--- config.mk ---
export PLATFORM = sky130hd
export DESIGN_NAME = ecc_irq_regs
export DESIGN_NICKNAME = d
export VERILOG_FILES = /design/src/rtl/ecc_irq_pkg.sv /design/src/rtl/ecc_pend_class.sv /design/src/rtl/ecc_sat_cnt.sv /design/src/rtl/ecc_vec_ctl.sv /design/src/rtl/ecc_irq_regs.sv
export SDC_FILE = /design/constraint.sdc
export NUM_CORES = 1
export LEC_CHECK = 0
export CAP_MARGIN = 20
export CORE_UTILIZATION = 48
export CTS_BUF_LIST = sky130_fd_sc_hd__clkbuf_4
export DETAILED_ROUTE_END_ITERATION = 16
export PLACE_DENSITY = 0.88
export SLEW_MARGIN = 5
export SYNTH_ARGS = -nofsm -noshare
export SYNTH_HDL_FRONTEND = slang
export SYNTH_HIERARCHICAL = 1
export SYNTH_SLANG_ARGS = --single-unit
--- constraint.sdc ---
create_clock -name clk -period 2.9 [get_ports clk]
set_input_delay 0.435 -clock clk [delete_from_list [all_inputs] [get_ports clk]]
set_output_delay 0.435 -clock clk [all_outputs]
set_load 0.03 [all_outputs]
--- src/rtl/ecc_irq_pkg.sv ---
package ecc_irq_pkg;

   // register offsets (byte addresses)
   localparam int OFS_VECTOR     = 'h008;
   localparam int OFS_INFO       = 'h00C;
   localparam int OFS_EOI        = 'h03C;
   localparam int OFS_PEND       = 'h040;
   localparam int OFS_EN_SET     = 'h080;
   localparam int OFS_EN_CLR     = 'h0C0;
   localparam int CLASS_STRIDE   = 'h100;
   localparam int OFS_AGG_EN_SET = 'h200;
   localparam int OFS_AGG_EN_CLR = 'h204;
   localparam int OFS_AGG_INC    = 'h208;
   localparam int OFS_AGG_DEC    = 'h20C;

   // structure
   localparam int NUM_CLASS = 2;   // 0: correctable, 1: uncorrectable
   localparam int NUM_AGG   = 2;   // 0: parity, 1: timeout
   localparam int INFO_W    = 11;

   // vector register field positions
   localparam int VEC_TRIG_BIT = 15;
   localparam int VEC_ADDR_LSB = 16;
   localparam int VEC_DONE_BIT = 24;

endpackage

--- src/rtl/ecc_pend_class.sv ---
module ecc_pend_class #(
   parameter int NSRC = 4
) (
   input  logic            clk,
   input  logic            rst_n,
   input  logic [NSRC-1:0] hw_evt,
   input  logic            pend_we,
   input  logic            en_set_we,
   input  logic            en_clr_we,
   input  logic            eoi_we,
   input  logic [NSRC-1:0] wbits,
   input  logic            eoi_bit,
   output logic [NSRC-1:0] pend_o,
   output logic [NSRC-1:0] en_o,
   output logic            pulse_o
);

   logic active;
   logic active_q;
   logic pulse_q;

   for (genvar i = 0; i < NSRC; i++) begin : g_src
      logic p_q;
      logic e_q;
      always_ff @(posedge clk or negedge rst_n) begin
         if (!rst_n) begin
            p_q <= 1'b0;
            e_q <= 1'b0;
         end else begin
            p_q <= p_q | hw_evt[i] | (pend_we & wbits[i]);
            if (en_set_we && wbits[i]) begin
               e_q <= 1'b1;
            end else if (en_clr_we && wbits[i]) begin
               e_q <= 1'b0;
            end
         end
      end
      assign pend_o[i] = p_q;
      assign en_o[i]   = e_q;
   end

   assign active = |(pend_o & en_o);

   always_ff @(posedge clk or negedge rst_n) begin
      if (!rst_n) begin
         active_q <= 1'b0;
         pulse_q  <= 1'b0;
      end else begin
         active_q <= active;
         pulse_q  <= (active & ~active_q) | (eoi_we & eoi_bit & active);
      end
   end

   assign pulse_o = pulse_q;

   // pending bits never drop once set
   a_r3_pend_sticky: assert property (@(posedge clk) disable iff (!rst_n)
      1'b1 |=> ((pend_o & $past(pend_o)) == $past(pend_o)));

   // a pulse always has an enabled pending source behind it
   a_r5_pulse_has_cause: assert property (@(posedge clk) disable iff (!rst_n)
      pulse_o |-> $past(active));

   // a rise of the enabled OR is always followed by a pulse
   a_r5_rise_fires: assert property (@(posedge clk) disable iff (!rst_n)
      (active && !active_q) |=> pulse_o);

   // an EOI write that finds the OR high re-fires the pulse
   a_r6_eoi_refires: assert property (@(posedge clk) disable iff (!rst_n)
      (eoi_we && eoi_bit && active) |=> pulse_o);

endmodule

--- src/rtl/ecc_sat_cnt.sv ---
module ecc_sat_cnt #(
   parameter int W = 2
) (
   input  logic         clk,
   input  logic         rst_n,
   input  logic         inc,
   input  logic         dec,
   output logic [W-1:0] cnt_o
);

   localparam logic [W-1:0] CNT_MAX = {W{1'b1}};

   logic [W-1:0] cnt_q;

   always_ff @(posedge clk or negedge rst_n) begin
      if (!rst_n) begin
         cnt_q <= '0;
      end else if (inc) begin
         if (cnt_q != CNT_MAX) cnt_q <= cnt_q + 1'b1;
      end else if (dec) begin
         if (cnt_q != '0) cnt_q <= cnt_q - 1'b1;
      end
   end

   assign cnt_o = cnt_q;

   // the count moves by at most one step and never wraps
   a_r7_unit_step: assert property (@(posedge clk) disable iff (!rst_n)
      1'b1 |=> ((int'(cnt_q) - int'($past(cnt_q)) <= 1) &&
                (int'($past(cnt_q)) - int'(cnt_q) <= 1)));

   // without a command the count holds
   a_r7_hold: assert property (@(posedge clk) disable iff (!rst_n)
      (!inc && !dec) |=> $stable(cnt_q));

endmodule

--- src/rtl/ecc_vec_ctl.sv ---
module ecc_vec_ctl #(
   parameter int SEL_W   = 11,
   parameter int RADDR_W = 8
) (
   input  logic               clk,
   input  logic               rst_n,
   input  logic               wr,
   input  logic [SEL_W-1:0]   sel_in,
   input  logic [RADDR_W-1:0] addr_in,
   input  logic               trig_in,
   input  logic               ack,
   output logic [SEL_W-1:0]   sel_o,
   output logic [RADDR_W-1:0] addr_o,
   output logic               trig_o,
   output logic               done_o
);

   logic [SEL_W-1:0]   sel_q;
   logic [RADDR_W-1:0] addr_q;
   logic               trig_q;
   logic               done_q;
   logic               finish;

   assign finish = trig_q & ack;

   always_ff @(posedge clk or negedge rst_n) begin
      if (!rst_n) begin
         sel_q  <= '0;
         addr_q <= '0;
         trig_q <= 1'b0;
         done_q <= 1'b0;
      end else begin
         if (wr) begin
            sel_q  <= sel_in;
            addr_q <= addr_in;
         end
         if (finish) begin
            trig_q <= 1'b0;
         end else if (wr && trig_in) begin
            trig_q <= 1'b1;
         end
         if (finish) begin
            done_q <= 1'b1;
         end else if (wr) begin
            done_q <= 1'b0;
         end
      end
   end

   assign sel_o  = sel_q;
   assign addr_o = addr_q;
   assign trig_o = trig_q;
   assign done_o = done_q;

   // an acknowledge during a request completes it
   a_r10_ack_completes: assert property (@(posedge clk) disable iff (!rst_n)
      (trig_q && ack) |=> (!trig_q && done_q));

   // done only rises from an acknowledged request
   a_r10_done_source: assert property (@(posedge clk) disable iff (!rst_n)
      $rose(done_q) |-> $past(trig_q && ack));

   // a trigger write on an idle port raises the request
   a_r9_start: assert property (@(posedge clk) disable iff (!rst_n)
      (wr && trig_in && !trig_q) |=> trig_q);

endmodule

--- src/rtl/ecc_irq_regs.sv ---
module ecc_irq_regs
   import ecc_irq_pkg::*;
#(
   parameter int NUM_SRC = 4,
   parameter int DATA_W  = 32,
   parameter int ADDR_W  = 12,
   parameter int SEL_W   = 11,
   parameter int RADDR_W = 8,
   parameter int CNT_W   = 2,
   parameter bit IRQ_REG = 1'b0
) (
   input  logic               clk,
   input  logic               rst_n,
   input  logic               reg_wr,
   input  logic [ADDR_W-1:0]  reg_addr,
   input  logic [DATA_W-1:0]  reg_wdata,
   output logic [DATA_W-1:0]  reg_rdata,
   input  logic [NUM_SRC-1:0] sec_evt,
   input  logic [NUM_SRC-1:0] ded_evt,
   output logic               sec_pulse,
   output logic               ded_pulse,
   output logic               aggr_irq,
   output logic               rd_req,
   output logic [SEL_W-1:0]   rd_req_ram,
   output logic [RADDR_W-1:0] rd_req_addr,
   input  logic               rd_ack
);

   // elaboration-time parameter checks
   if (NUM_SRC < 1 || NUM_SRC > DATA_W || NUM_SRC >= (1 << INFO_W)) begin : g_bad_src
      $error("NUM_SRC out of range");
   end
   if (DATA_W <= VEC_DONE_BIT) begin : g_bad_dw
      $error("DATA_W too narrow for vector register");
   end
   if (SEL_W < 1 || SEL_W > VEC_TRIG_BIT) begin : g_bad_sel
      $error("SEL_W overlaps trigger bit");
   end
   if (RADDR_W < 1 || RADDR_W > VEC_DONE_BIT - VEC_ADDR_LSB) begin : g_bad_ra
      $error("RADDR_W overlaps done bit");
   end
   if (CNT_W < 1 || NUM_AGG * CNT_W > DATA_W) begin : g_bad_cnt
      $error("CNT_W out of range");
   end
   if (ADDR_W < 10) begin : g_bad_aw
      $error("ADDR_W too narrow for register map");
   end

   localparam logic [ADDR_W-1:0] A_VECTOR  = ADDR_W'(OFS_VECTOR);
   localparam logic [ADDR_W-1:0] A_INFO    = ADDR_W'(OFS_INFO);
   localparam logic [ADDR_W-1:0] A_AGG_ENS = ADDR_W'(OFS_AGG_EN_SET);
   localparam logic [ADDR_W-1:0] A_AGG_ENC = ADDR_W'(OFS_AGG_EN_CLR);
   localparam logic [ADDR_W-1:0] A_AGG_INC = ADDR_W'(OFS_AGG_INC);
   localparam logic [ADDR_W-1:0] A_AGG_DEC = ADDR_W'(OFS_AGG_DEC);

   function automatic logic [ADDR_W-1:0] cls_addr(input int base, input int cls);
      return ADDR_W'(base + cls * CLASS_STRIDE);
   endfunction

   logic wdata_unused;
   assign wdata_unused = ^reg_wdata[DATA_W-1:VEC_DONE_BIT+1];

   // ---------------- error classes ----------------
   logic [NUM_SRC-1:0] evt_arr  [NUM_CLASS];
   logic [NUM_SRC-1:0] pend_arr [NUM_CLASS];
   logic [NUM_SRC-1:0] en_arr   [NUM_CLASS];
   logic [NUM_CLASS-1:0] pulse_vec;

   assign evt_arr[0] = sec_evt;
   assign evt_arr[1] = ded_evt;

   for (genvar c = 0; c < NUM_CLASS; c++) begin : g_cls
      logic pend_we, ens_we, enc_we, eoi_we;
      assign pend_we = reg_wr && (reg_addr == cls_addr(OFS_PEND, c));
      assign ens_we  = reg_wr && (reg_addr == cls_addr(OFS_EN_SET, c));
      assign enc_we  = reg_wr && (reg_addr == cls_addr(OFS_EN_CLR, c));
      assign eoi_we  = reg_wr && (reg_addr == cls_addr(OFS_EOI, c));

      ecc_pend_class #(.NSRC(NUM_SRC)) u_cls (
         .clk       (clk),
         .rst_n     (rst_n),
         .hw_evt    (evt_arr[c]),
         .pend_we   (pend_we),
         .en_set_we (ens_we),
         .en_clr_we (enc_we),
         .eoi_we    (eoi_we),
         .wbits     (reg_wdata[NUM_SRC-1:0]),
         .eoi_bit   (reg_wdata[0]),
         .pend_o    (pend_arr[c]),
         .en_o      (en_arr[c]),
         .pulse_o   (pulse_vec[c])
      );
   end

   assign sec_pulse = pulse_vec[0];
   assign ded_pulse = pulse_vec[1];

   // ---------------- aggregator counters ----------------
   logic [NUM_AGG-1:0] agg_en_q;
   logic [CNT_W-1:0]   agg_cnt [NUM_AGG];
   logic [NUM_AGG-1:0] agg_nz;
   logic               irq_now;

   always_ff @(posedge clk or negedge rst_n) begin
      if (!rst_n) begin
         agg_en_q <= '0;
      end else if (reg_wr && reg_addr == A_AGG_ENS) begin
         agg_en_q <= agg_en_q | reg_wdata[NUM_AGG-1:0];
      end else if (reg_wr && reg_addr == A_AGG_ENC) begin
         agg_en_q <= agg_en_q & ~reg_wdata[NUM_AGG-1:0];
      end
   end

   for (genvar f = 0; f < NUM_AGG; f++) begin : g_agg
      logic inc, dec;
      assign inc = reg_wr && (reg_addr == A_AGG_INC) && (|reg_wdata[f*CNT_W +: CNT_W]);
      assign dec = reg_wr && (reg_addr == A_AGG_DEC) && (|reg_wdata[f*CNT_W +: CNT_W]);

      ecc_sat_cnt #(.W(CNT_W)) u_cnt (
         .clk   (clk),
         .rst_n (rst_n),
         .inc   (inc),
         .dec   (dec),
         .cnt_o (agg_cnt[f])
      );
      assign agg_nz[f] = |agg_cnt[f];
   end

   assign irq_now = |(agg_en_q & agg_nz);

   if (IRQ_REG) begin : g_irq_ff
      logic irq_q;
      always_ff @(posedge clk or negedge rst_n) begin
         if (!rst_n) irq_q <= 1'b0;
         else        irq_q <= irq_now;
      end
      assign aggr_irq = irq_q;
   end else begin : g_irq_comb
      assign aggr_irq = irq_now;
   end

   // ---------------- serial read vector ----------------
   logic vec_we, trig_q, done_q;

   assign vec_we = reg_wr && (reg_addr == A_VECTOR);

   ecc_vec_ctl #(.SEL_W(SEL_W), .RADDR_W(RADDR_W)) u_vec (
      .clk     (clk),
      .rst_n   (rst_n),
      .wr      (vec_we),
      .sel_in  (reg_wdata[SEL_W-1:0]),
      .addr_in (reg_wdata[VEC_ADDR_LSB +: RADDR_W]),
      .trig_in (reg_wdata[VEC_TRIG_BIT]),
      .ack     (rd_ack),
      .sel_o   (rd_req_ram),
      .addr_o  (rd_req_addr),
      .trig_o  (trig_q),
      .done_o  (done_q)
   );

   assign rd_req = trig_q;

   // ---------------- read mux ----------------
   logic addr_hit;

   always_comb begin
      reg_rdata = '0;
      addr_hit  = 1'b0;
      if (reg_addr == A_VECTOR) begin
         addr_hit = 1'b1;
         reg_rdata[SEL_W-1:0]                = rd_req_ram;
         reg_rdata[VEC_ADDR_LSB +: RADDR_W]  = rd_req_addr;
         reg_rdata[VEC_TRIG_BIT]             = trig_q;
         reg_rdata[VEC_DONE_BIT]             = done_q;
      end
      if (reg_addr == A_INFO) begin
         addr_hit = 1'b1;
         reg_rdata[INFO_W-1:0] = INFO_W'(NUM_SRC);
      end
      for (int c = 0; c < NUM_CLASS; c++) begin
         if (reg_addr == cls_addr(OFS_EOI, c)) begin
            addr_hit = 1'b1;
         end
         if (reg_addr == cls_addr(OFS_PEND, c)) begin
            addr_hit = 1'b1;
            reg_rdata[NUM_SRC-1:0] = pend_arr[c];
         end
         if (reg_addr == cls_addr(OFS_EN_SET, c) || reg_addr == cls_addr(OFS_EN_CLR, c)) begin
            addr_hit = 1'b1;
            reg_rdata[NUM_SRC-1:0] = en_arr[c];
         end
      end
      if (reg_addr == A_AGG_ENS || reg_addr == A_AGG_ENC) begin
         addr_hit = 1'b1;
         reg_rdata[NUM_AGG-1:0] = agg_en_q;
      end
      if (reg_addr == A_AGG_INC || reg_addr == A_AGG_DEC) begin
         addr_hit = 1'b1;
         for (int f = 0; f < NUM_AGG; f++) begin
            reg_rdata[f*CNT_W +: CNT_W] = agg_cnt[f];
         end
      end
   end

   // writes to unlisted offsets leave every stored field alone
   a_r11_stray_write: assert property (@(posedge clk) disable iff (!rst_n)
      (reg_wr && !addr_hit && !rd_ack) |=> ($stable(agg_en_q) && $stable(rd_req_ram) &&
                                              $stable(rd_req_addr) && $stable(done_q)));

   // the aggregator level interrupt needs an enabled nonzero count
   a_r8_irq_cause: assert property (@(posedge clk) disable iff (!rst_n)
      (aggr_irq && !IRQ_REG) |-> (|agg_nz));

   // the source count register is constant
   a_r2_info_const: assert property (@(posedge clk) disable iff (!rst_n)
      (reg_addr == A_INFO) |-> (reg_rdata == DATA_W'(NUM_SRC)));

endmodule

# == After elaboration in Yosys (flattened, before gate mapping) ==
# Index checks and enable logic that the tools add are counted.
# word_totals
reg_bits,47
inputBits,56
# op_classes
add_sub_neg,4
eq_ne,18
n_mux,39
bitwise_logic,41
n_reduce_logical,64
# op_table
cell,count
12-bit by 10-bit equality test with 1-bit output (second input constant),4
12-bit by 9-bit equality test with 1-bit output (second input constant),4
1-bit logical AND,34
2-bit nonzero test,17
12-bit by 4-bit equality test with 1-bit output (second input constant),2
12-bit by 8-bit equality test with 1-bit output (second input constant),2
11-bit two-way mux,2
2-bit two-way mux,11
1-bit two-way mux,20
4-bit two-way mux,5
1-bit bitwise OR,18
1-bit AND,15
12-bit by 6-bit equality test with 1-bit output (second input constant),1
12-bit by 7-bit equality test with 1-bit output (second input constant),1
10-bit two-way mux,1
2-bit OR reduction,5
4-bit AND,2
4-bit OR reduction,2
3-bit AND reduction,2
2-bit by 1-bit adder with 2-bit output (second input constant),2
2-bit AND,2
1-bit logical OR,4
2-bit by 1-bit inequality test with 1-bit output (second input constant),2
2-bit inequality test (second input constant),2
4 further kinds,6

# == Logic depth before layout (Yosys ltp) ==
# Gate-level depths: netlist (run 1).
# logic_depth
word_depth,9
depth_mapped,9
ltp_nobuf,7

# == Cells and area by module ==
# The synthesis (run 1) kept the hierarchy.
# modules_own_cells
module,n_inst,cells_each,area_each_um2,seq_area_each_um2
ecc_irq_regs,1,122,865.8,50.0
ecc_vec_ctl,1,47,855.8,525.5
ecc_pend_class,2,35,425.4,250.2
ecc_sat_cnt,2,10,90.1,50.0

# == Least setup slack after synthesis (run 1) ==
# No wires, ideal clock.
# synth_path
path_type,input to output
start,input reg_addr[7]
end,output reg_rdata[2]
t_arrival_ps,2045
t_required_ps,2465
setup_slack_ps,420
cell_stages,5
n_path_buf,1
path_cell_list,buf_2 nor4b_2 nand4_1 o211a_1 o31ai_1
# synth_via
elab_chain_len,8
elab_cells_between_ends,20
cone_classes,eq/ne: 10; mux: 7; reduce/logical: 3
# synth_lines
element,line,text
"start, declared",ecc_irq_regs.sv:15,"input logic [ADDR_W-1:0] reg_addr,"
12-bit by 4-bit equality test with 1-bit output,ecc_irq_regs.sv:169,if (reg_addr == A_VECTOR) begin
11-bit two-way mux,ecc_irq_regs.sv:169,
11-bit two-way mux,ecc_irq_regs.sv:176,if (reg_addr == A_INFO) begin
4-bit two-way mux,ecc_irq_regs.sv:184,"if (reg_addr == cls_addr(OFS_PEND, c)) begin"
4-bit two-way mux,ecc_irq_regs.sv:188,"if (reg_addr == cls_addr(OFS_EN_SET, c) || reg_addr == cls_addr(OFS_EN_CLR, c)) begin"
4-bit two-way mux,ecc_irq_regs.sv:184,
4-bit two-way mux,ecc_irq_regs.sv:188,
4-bit two-way mux *,ecc_irq_regs.sv:197,if (reg_addr == A_AGG_INC || reg_addr == A_AGG_DEC) begin
"end, declared",ecc_irq_regs.sv:17,"output logic [DATA_W-1:0] reg_rdata,"
# Every way passes the cells marked *; elsewhere a longest branch is shown, timed or not.

# == Final worst setup path (run 1) ==
# layout_path
start,input reg_addr[11]
end,output reg_rdata[2]
# The elaborated chain is that of the path after synthesis.

==> results of run 1 <==
worst reg2reg max path, stage by stage, from the launching register on:
cell and delay (ns):
dfrtp_1 0.43, a22oi_1 0.25, a22oi_1 0.12
stage by stage:
stage | total power (W) | instance area [um2] | util, %
floorplan | 0.000734 | 2790 | -
global placement | 0.000830 | 3600 | 65.4
detailed placement | 0.000832 | 3600 | 65.4
CTS | 0.00112 | 3650 | 66.4
global route | 0.00116 | 3680 | 66.9
finish | 0.00111 | 3680 | 66.9
cells by family (layout without fill, tap and decap cells):
logic type | Yosys count | count (layout) | synth area share, %
other cells | 1 | 11 | 0.136
mux | 22 | 22 | 11.3
flops | 47 | 47 | 42.7
simple gates | 89 | 89 | 19.5
buf+inv | 43 | 123 | 10.5
compound gates | 57 | 57 | 15.7
area by class of cell:
class / count / area (um2) / share of cell area [%]
multi-input cells: 179 / 1330 / 36.1
flip-flops and latches: 47 / 1180 / 31.9
repair buffers: 108 / 1010 / 27.4
well taps: 72 / 90.1 / 2.44
clock buffers: 6 / 45.0 / 1.22
inverters: 7 / 26.3 / 0.713
clock inverters: 2 / 7.51 / 0.204
cell usage after synthesis, drive strengths merged (7+ instances only):
| library cell | instances |
|---|---|
| nor2 | 11 |
| inv | 7 |
| dfrtp | 47 |
| o21ai | 8 |
| nor3 | 9 |
| nand2 | 23 |
| mux2 | 19 |
| a21oi | 8 |
| a22oi | 10 |
| nand4 | 7 |
| a211o | 8 |
| a22o | 10 |
| and2 | 20 |
| buf | 34 |
power by group:
part | switching (W) | internal (W)
Sequential | 0.00000203 | 0.000658
Clock | 0.000186 | 0.0000994
Combinational | 0.0000850 | 0.0000788
Total | 0.000273 | 0.000836
how the worst max path moves through the flow:
stage | end | slack, ns
CTS | reg_rdata[2] | 0.08
global route | reg_rdata[2] | 0.005
floorplan | reg_rdata[2] | 0.42
detailed placement | reg_rdata[2] | 0.11
finish | reg_rdata[2] | 0.11
global placement | reg_rdata[2] | 0.11
placed cells by master (no fill, tap or decap), types with 3 or more instances in the layout:
| cell type | synthesis | final |
|---|---|---|
| o2111ai_1 | 3 | 3 |
| o21ai_0 | 7 | 7 |
| nor2_1 | 11 | 11 |
| dfrtp_1 | 47 | 47 |
| buf_4 | 27 | 38 |
| a22o_1 | 10 | 10 |
| nand4_1 | 7 | 7 |
| inv_1 | 7 | 7 |
| mux2_4 | 18 | 18 |
| nand2_1 | 22 | 22 |
| o211a_1 | 3 | 3 |
| buf_12 | 0 | 3 |
| conb_1 | 1 | 11 |
| mux2i_1 | 3 | 3 |
| a21oi_1 | 8 | 8 |
| a211o_1 | 8 | 8 |
| nor3_1 | 8 | 7 |
| a22oi_1 | 10 | 10 |
| clkbuf_4 | 0 | 6 |
| and2_1 | 20 | 20 |
| clkdlybuf4s50_1 | 0 | 65 |
flip-flops by register name, summed over array words and instances, names as in the netlist, named ones only:
name	flops
g_cls.u_cls/g_src.e_q	8
u_vec/sel_o	11
u_vec/done_o	1
g_agg.u_cnt/cnt_o	4
g_cls.u_cls/g_src.p_q	8
u_vec/addr_o	8
g_cls.u_cls/active_q	2
u_vec/trig_o	1
g_cls.u_cls/pulse_o	2
routing by layer:
layer / part of all wire [%] / global-route usage [%]
met5: 0 / 0
met1: 43 / 30.9
met3: 6.1 / 4.47
met2: 50 / 38.1
met4: 1.2 / 7.55
repair_timing:
item,in CTS,in global routing
endpoints found under the setup margin,0,0
hold buffers,0,1
hold endpoints to repair,0,7
==> results by group, run 1 <==
Timing
  – Unrepaired setup endpoints after global routing: no
  – Fin. max-slew vios: 0
  – Minimum clock period: 2.79 ns
  – Worst hold slack: 0.429 ns
  – Endpoints failing hold: 0
  – Final period utilization: 96.1%
  – Clk_skew: 0.00379 ns
  – Fmax: 0.359 GHz
  – Slew @ Worst Pin: 0.503 ns
  – Slew HR: 66.2%
  – Final worst setup slack: 0.112 ns
  – Setup violations, final: 0
  – Setup TNS: 0 ns

Min path
  – Hold Path End: g_cls[1].u_cls/pulse_o$_DFF_PN0_
  – Worst hold path class: reg -> reg
  – Hold Path Depth: 1
  – Min-delay src: g_cls[1].u_cls/active_q$_DFF_PN0_

Placement
  – # port buffers: 87
  – Setup WS pre-CTS: 0.106 ns
  – RD Place Congestion: 0.958
  – Placed insts: 411
  – Post-DP HPWL: 5190 um

Route
  – Detailed Routing Iterations Pass 1: 5
  – # DRC: 0
  – Final wirelength: 6670 um
  – Drt initial violations: 144
  – Final ANT Viol Nets: 0
  – DR vias: 2,325
  – Post-DR wirelength/cell: 15.9 um
  – DR vias/cell: 5.52

Critical path
  – Number of cells on the critical path: 6
  – Reg2reg start: g_cls[0].u_cls/g_src[0].p_q$_DFF_PN0_
  – Critical path cell sequence: clkdlybuf4s50_1 > nor4_4 > o2111ai_1 > o211a_1 > o31ai_1 > buf_4
  – Worst Path Max Fanout: 8
  – Critical path launch point type: input port
  – CP required: 2.47 ns
  – Critical Path End Type: primary output
  – FF-to-FF path depth: 2
  – Worst reg2reg endpoint: g_cls[0].u_cls/pulse_o$_DFF_PN0_
  – Reg2reg setup slack: 1.98 ns
  – Critical Path Max Stage Delay: 0.54 ns
  – Worst Path Arrival: 2.35 ns
  – Critical path class: in -> out
  – Slowest cell on crit path: nor4_4
  – WP buf/inv: 2
  – Crit-path leading delay family: buffers and inverters
  – Beginning of the critical path: reg_addr[11]

Synth
  – Distinct cells, synth: 44
  – Mapped Area: 2750 um2
  – FF+latch count, synth: 47
  – FFs w/ async S/R, synth: 100%
  – EDFF count, synth: 0
  – Synthesis Warnings: 6
  – Synth Instances: 259
  – Ys flop type: dfrtp_1
  – Synth Area per Inst: 10.6 um2
  – Post-synth top area share: 42.7%
  – Yosys top cell by area: dfrtp_1
  – Sequential-to-total area share from yosys stat: 42.7%
  – Area contributors post-synth: dfrtp_1 43%, mux2_4 9.8%, buf_4 7.4%

Global routing
  – All-Layer GR Usage: 23.3%
  – Total grt overflow: 0
  – First-pass GRT wire length: 10,900 um
  – Initial antenna violation count: 0
  – Vias in the first global route: 2,212
  – Largest net degree at the start of global routing: 48

Floorplan
  – Die Wd: 77.7 um
  – Die area: 6040 um2
  – Core area: 5510 um2
  – # IOs: 111
  – Die Y: 77.7 um
  – Row Count: 27
  – Initial Util: 50.0%

Flow run
  – Max-cap violations: 0

CTS
  – Max H-tree Level: 2
  – Clock root buffer: clkbuf_4
  – Latest clock arrival within the worst-skew pair: 0.35 ns
  – CTS max path bufs: 2
  – CTS tree: yes
  – Post CTS Setup Buffer Count: 0
  – Num CTS Buffers: 5
  – Clk slew on worst S/H paths: 0.12 ns
  – Clock sinks: 47
  – Post-CTS Resized: 0

Outcome
  – Run status: finished, final reports clean

Power
  – Static Leak: 1.64 nW
  – Pwr/cell area: 301 nW/um2
  – Peak supply drop: 0.187 mV

Finish
  – Proportion of layout cells with a drive suffix above 1: 21.5%
  – Layout fillers: 426
  – Area grow syn2layout: 33.9%
  – Ant. Diodes: 0
  – Non-filler cells, final: 421
  – Nets: 404
(Power assumes the default switching activity.)
==> run 2, diff against run 1 <==
--- a/config.mk
+++ b/config.mk
@@ -6,10 +6,10 @@
 export NUM_CORES = 1
 export LEC_CHECK = 0
 export CAP_MARGIN = 20
-export CORE_UTILIZATION = 48
+export CORE_UTILIZATION = 45
 export CTS_BUF_LIST = sky130_fd_sc_hd__clkbuf_4
 export DETAILED_ROUTE_END_ITERATION = 16
-export PLACE_DENSITY = 0.88
+export PLACE_DENSITY = 0.83
 export SLEW_MARGIN = 5
 export SYNTH_ARGS = -nofsm -noshare
 export SYNTH_HDL_FRONTEND = slang
==> constraint.sdc (replaced) <==
create_clock -name clk -period 3.2 [get_ports clk]
set_input_delay 0.48 -clock clk [delete_from_list [all_inputs] [get_ports clk]]
set_output_delay 0.48 -clock clk [all_outputs]
set_load 0.03 [all_outputs]
==> run 2 against run 1 <==
  * Non-clock buffer count down 8
  * Via count up 0.60%
  * Clock skew down 0.0024 ns
  * Largest power group unchanged
  * Highest routed layer unchanged
==> results by group, run 2 (same netlist as run 1, synthesis figures left out) <==
Power
  – Static Leak: 1.60 nW (-2.4%)
  – Switching part of the total: 25.8% (+1.1 points)
  – Int Pwr: 0.000754 W (-9.8%)
  – Logic gate share of total power: 14.2% (-0.6 points)
  – Net load switching power: 0.000262 W (-4.3%)
  – Flop pwr share: 58.9% (-0.6 points)
  – Pwr/cell area: 281 nW/um2 (-6.6%)
  – Clock power frac: 26.9% (+1.2 points)
  – Peak supply drop: 0.172 mV (-8.0%)

Placement
  – Placed insts: 407 (-0.97%)
  – Setup WS pre-CTS: 0.181 ns (+0.0746 ns)
  – Post-DP HPWL: 5020 um (-3.2%)
  – # port buffers: 87 (unchanged)
  – RD Place Congestion: 0.940 (-1.8%)
  – Placed inst area: 3530 um2 (-2.0%)

Global routing
  – Vias in the first global route: 2,101 (-5.0%)
  – Total grt overflow: 0 (unchanged)
  – Initial antenna violation count: 0 (unchanged)
  – First-pass GRT wire length: 10,600 um (-2.7%)
  – Grt met1 use: 28.1% (-2.8 points)
  – Layer with the highest usage: met2
  – Largest net degree at the start of global routing: 48 (unchanged)
  – All-Layer GR Usage: 21.6% (-1.7 points)
  – GRT met3 Usage: 5.91% (+1.4 points)
  – Met2 Use GR: 33.9% (-4.2 points)

Timing
  – Fmax: 0.334 GHz
  – Unrepaired setup endpoints after global routing: no
  – Worst hold slack: 0.0913 ns (-0.338 ns)
  – Fin. max-slew vios: 0 (unchanged)
  – Endpoints failing hold: 0 (unchanged)
  – Setup violations, final: 0 (unchanged)
  – Final period utilization: 93.7%
  – Slew HR: 61.9% (-4.3 points)
  – Clk_skew: 0.00135 ns (-0.00244 ns)
  – Slew @ Worst Pin: 0.572 ns (+0.0690 ns)
  – Setup TNS: 0 ns (unchanged)
  – Minimum clock period: 3.00 ns
  – Final worst setup slack: 0.203 ns (+0.0912 ns)

Critical path
  – WP buf/inv: 2 (unchanged)
  – Critical Path Max Stage Delay: 0.57 ns (+0.03 ns)
  – Worst Path Arrival: 2.52 ns (+0.17 ns)
  – Slowest cell on crit path: clkdlybuf4s50_1
  – Critical Path End Type: primary output
  – Worst Path Max Fanout: 5 (-3)
  – Critical path class: in -> out
  – Critical path cell sequence: clkdlybuf4s50_1 > nor3_2 > nand4b_1 > o211a_1 > o31ai_1 > buf_4
  – Critical path launch point type: input port
  – Crit-path leading delay family: buffers and inverters
  – CP required: 2.72 ns (+0.25 ns)

Route
  – DR vias/cell: 5.62 (+1.8%)
  – Final ANT Viol Nets: 0 (unchanged)
  – Final wirelength: 6570 um (-1.6%)
  – Post-DR wirelength/cell: 15.8 um (-0.42%)
  – # DRC: 0 (unchanged)
  – Detailed Routing Iterations Pass 1: 5 (unchanged)
  – Drt initial violations: 196 (+36%)
  – DR vias: 2,339 (+0.60%)

CTS
  – Clock sinks: 47 (unchanged)
  – CTS max path bufs: 2 (unchanged)
  – CTS hold repair buffers: 0 (unchanged)
  – Clock root buffer: clkbuf_4
  – Post-CTS Resized: 0 (unchanged)
  – Max H-tree Level: 2 (unchanged)
  – Post CTS Setup Buffer Count: 0 (unchanged)
  – Num CTS Buffers: 5 (unchanged)
  – Latest clock arrival within the worst-skew pair: 0.36 ns (about the same)
  – CTS tree: yes
  – Clk slew on worst S/H paths: 0.13 ns (about the same)

Finish
  – Max reg flops: 11 (unchanged)
  – Proportion of layout cells with a drive suffix above 1: 20.2% (-1.3 points)
  – Final instance area: 3610 um2 (-1.9%)
  – Most frequent cells in the layout: 65 x clkdlybuf4s50_1, 47 x dfrtp_1, 33 x buf_4
  – Area grow syn2layout: 31.3%
  – Ant. Diodes: 0 (unchanged)
  – Leading cell type in the layout, fill and taps excluded: clkdlybuf4s50_1
  – Non-filler cells, final: 416 (-1.2%)
  – Nets: 396 (-2.0%)

Floorplan
  – Initial Util: 46.5% (-3.5 points)
  – Core area: 5920 um2 (+7.5%)
  – # IOs: 111 (unchanged)
  – Row Count: 28 (+3.7%)
  – Die area: 6430 um2 (+6.5%)
  – Die Y: 80.2 um (+3.2%)
  – Die Wd: 80.2 um (+3.2%)

Outcome
  – Run status: finished, final reports clean

Flow run
  – Max-cap violations: 0 (unchanged)

Min path
  – Worst hold path class: in -> async
run 2: path summary, 6_finish.rpt:
kind | slack [ns] | to | cells past startpoint | start
setup reg to reg | 2.26 | g_cls[0].u_cls/pulse_o$_DFF_PN0_ | 2 | g_cls[0].u_cls/g_src[0].p_q$_DFF_PN0_
hold reg to reg | 0.44 | g_cls[0].u_cls/pulse_o$_DFF_PN0_ | 1 | g_cls[0].u_cls/active_q$_DFF_PN0_
setup / recovery | 0.20 | reg_rdata[2] | 6 | reg_addr[5]
min in group clk | 0.44 | g_cls[0].u_cls/pulse_o$_DFF_PN0_ | 1 | g_cls[0].u_cls/active_q$_DFF_PN0_
hold / removal | 0.09 | g_agg[1].u_cnt/cnt_o[0]$_DFFE_PN0P_ | 1 | rst_n
max in group asynchronous | 2.60 | u_vec/sel_o[2]$_DFFE_PN0P_ | 2 | rst_n
run 2: metrics by stage:
stage / total power, W / util, %
detailed placement: 0.000749 / 59.6
CTS: 0.00102 / 60.5
finish: 0.00102 / 61.0
floorplan: 0.000665 / -
global route: 0.00106 / 61.0
global placement: 0.000746 / 59.6
run 2: power groups by stage:
stage,clock [W],combinational [W],sequential (W)
after floorplan,0,0.0000524,0.000612
after global placement,0,0.000137,0.000610
after detailed placement,0,0.000139,0.000610
after CTS,0.000283,0.000140,0.000598
after global routing,0.000308,0.000156,0.000599
final,0.000273,0.000144,0.000598
run 2: metal layers:
layer	routed length (um)	share of wire (%)
met2	3140	48
met4	108	1.6
met5	0	0
met1	2730	42
met3	594	9.0
run 2: area by class of cell:
class                   count  area [um2]
multi-input cells         179        1330
repair buffers            100         931
fillers                   503        2310
clock buffers               6        45.0
clock inverters             2        7.51
flip-flops and latches     47        1180
well taps                  75        93.8
inverters                   7        26.3
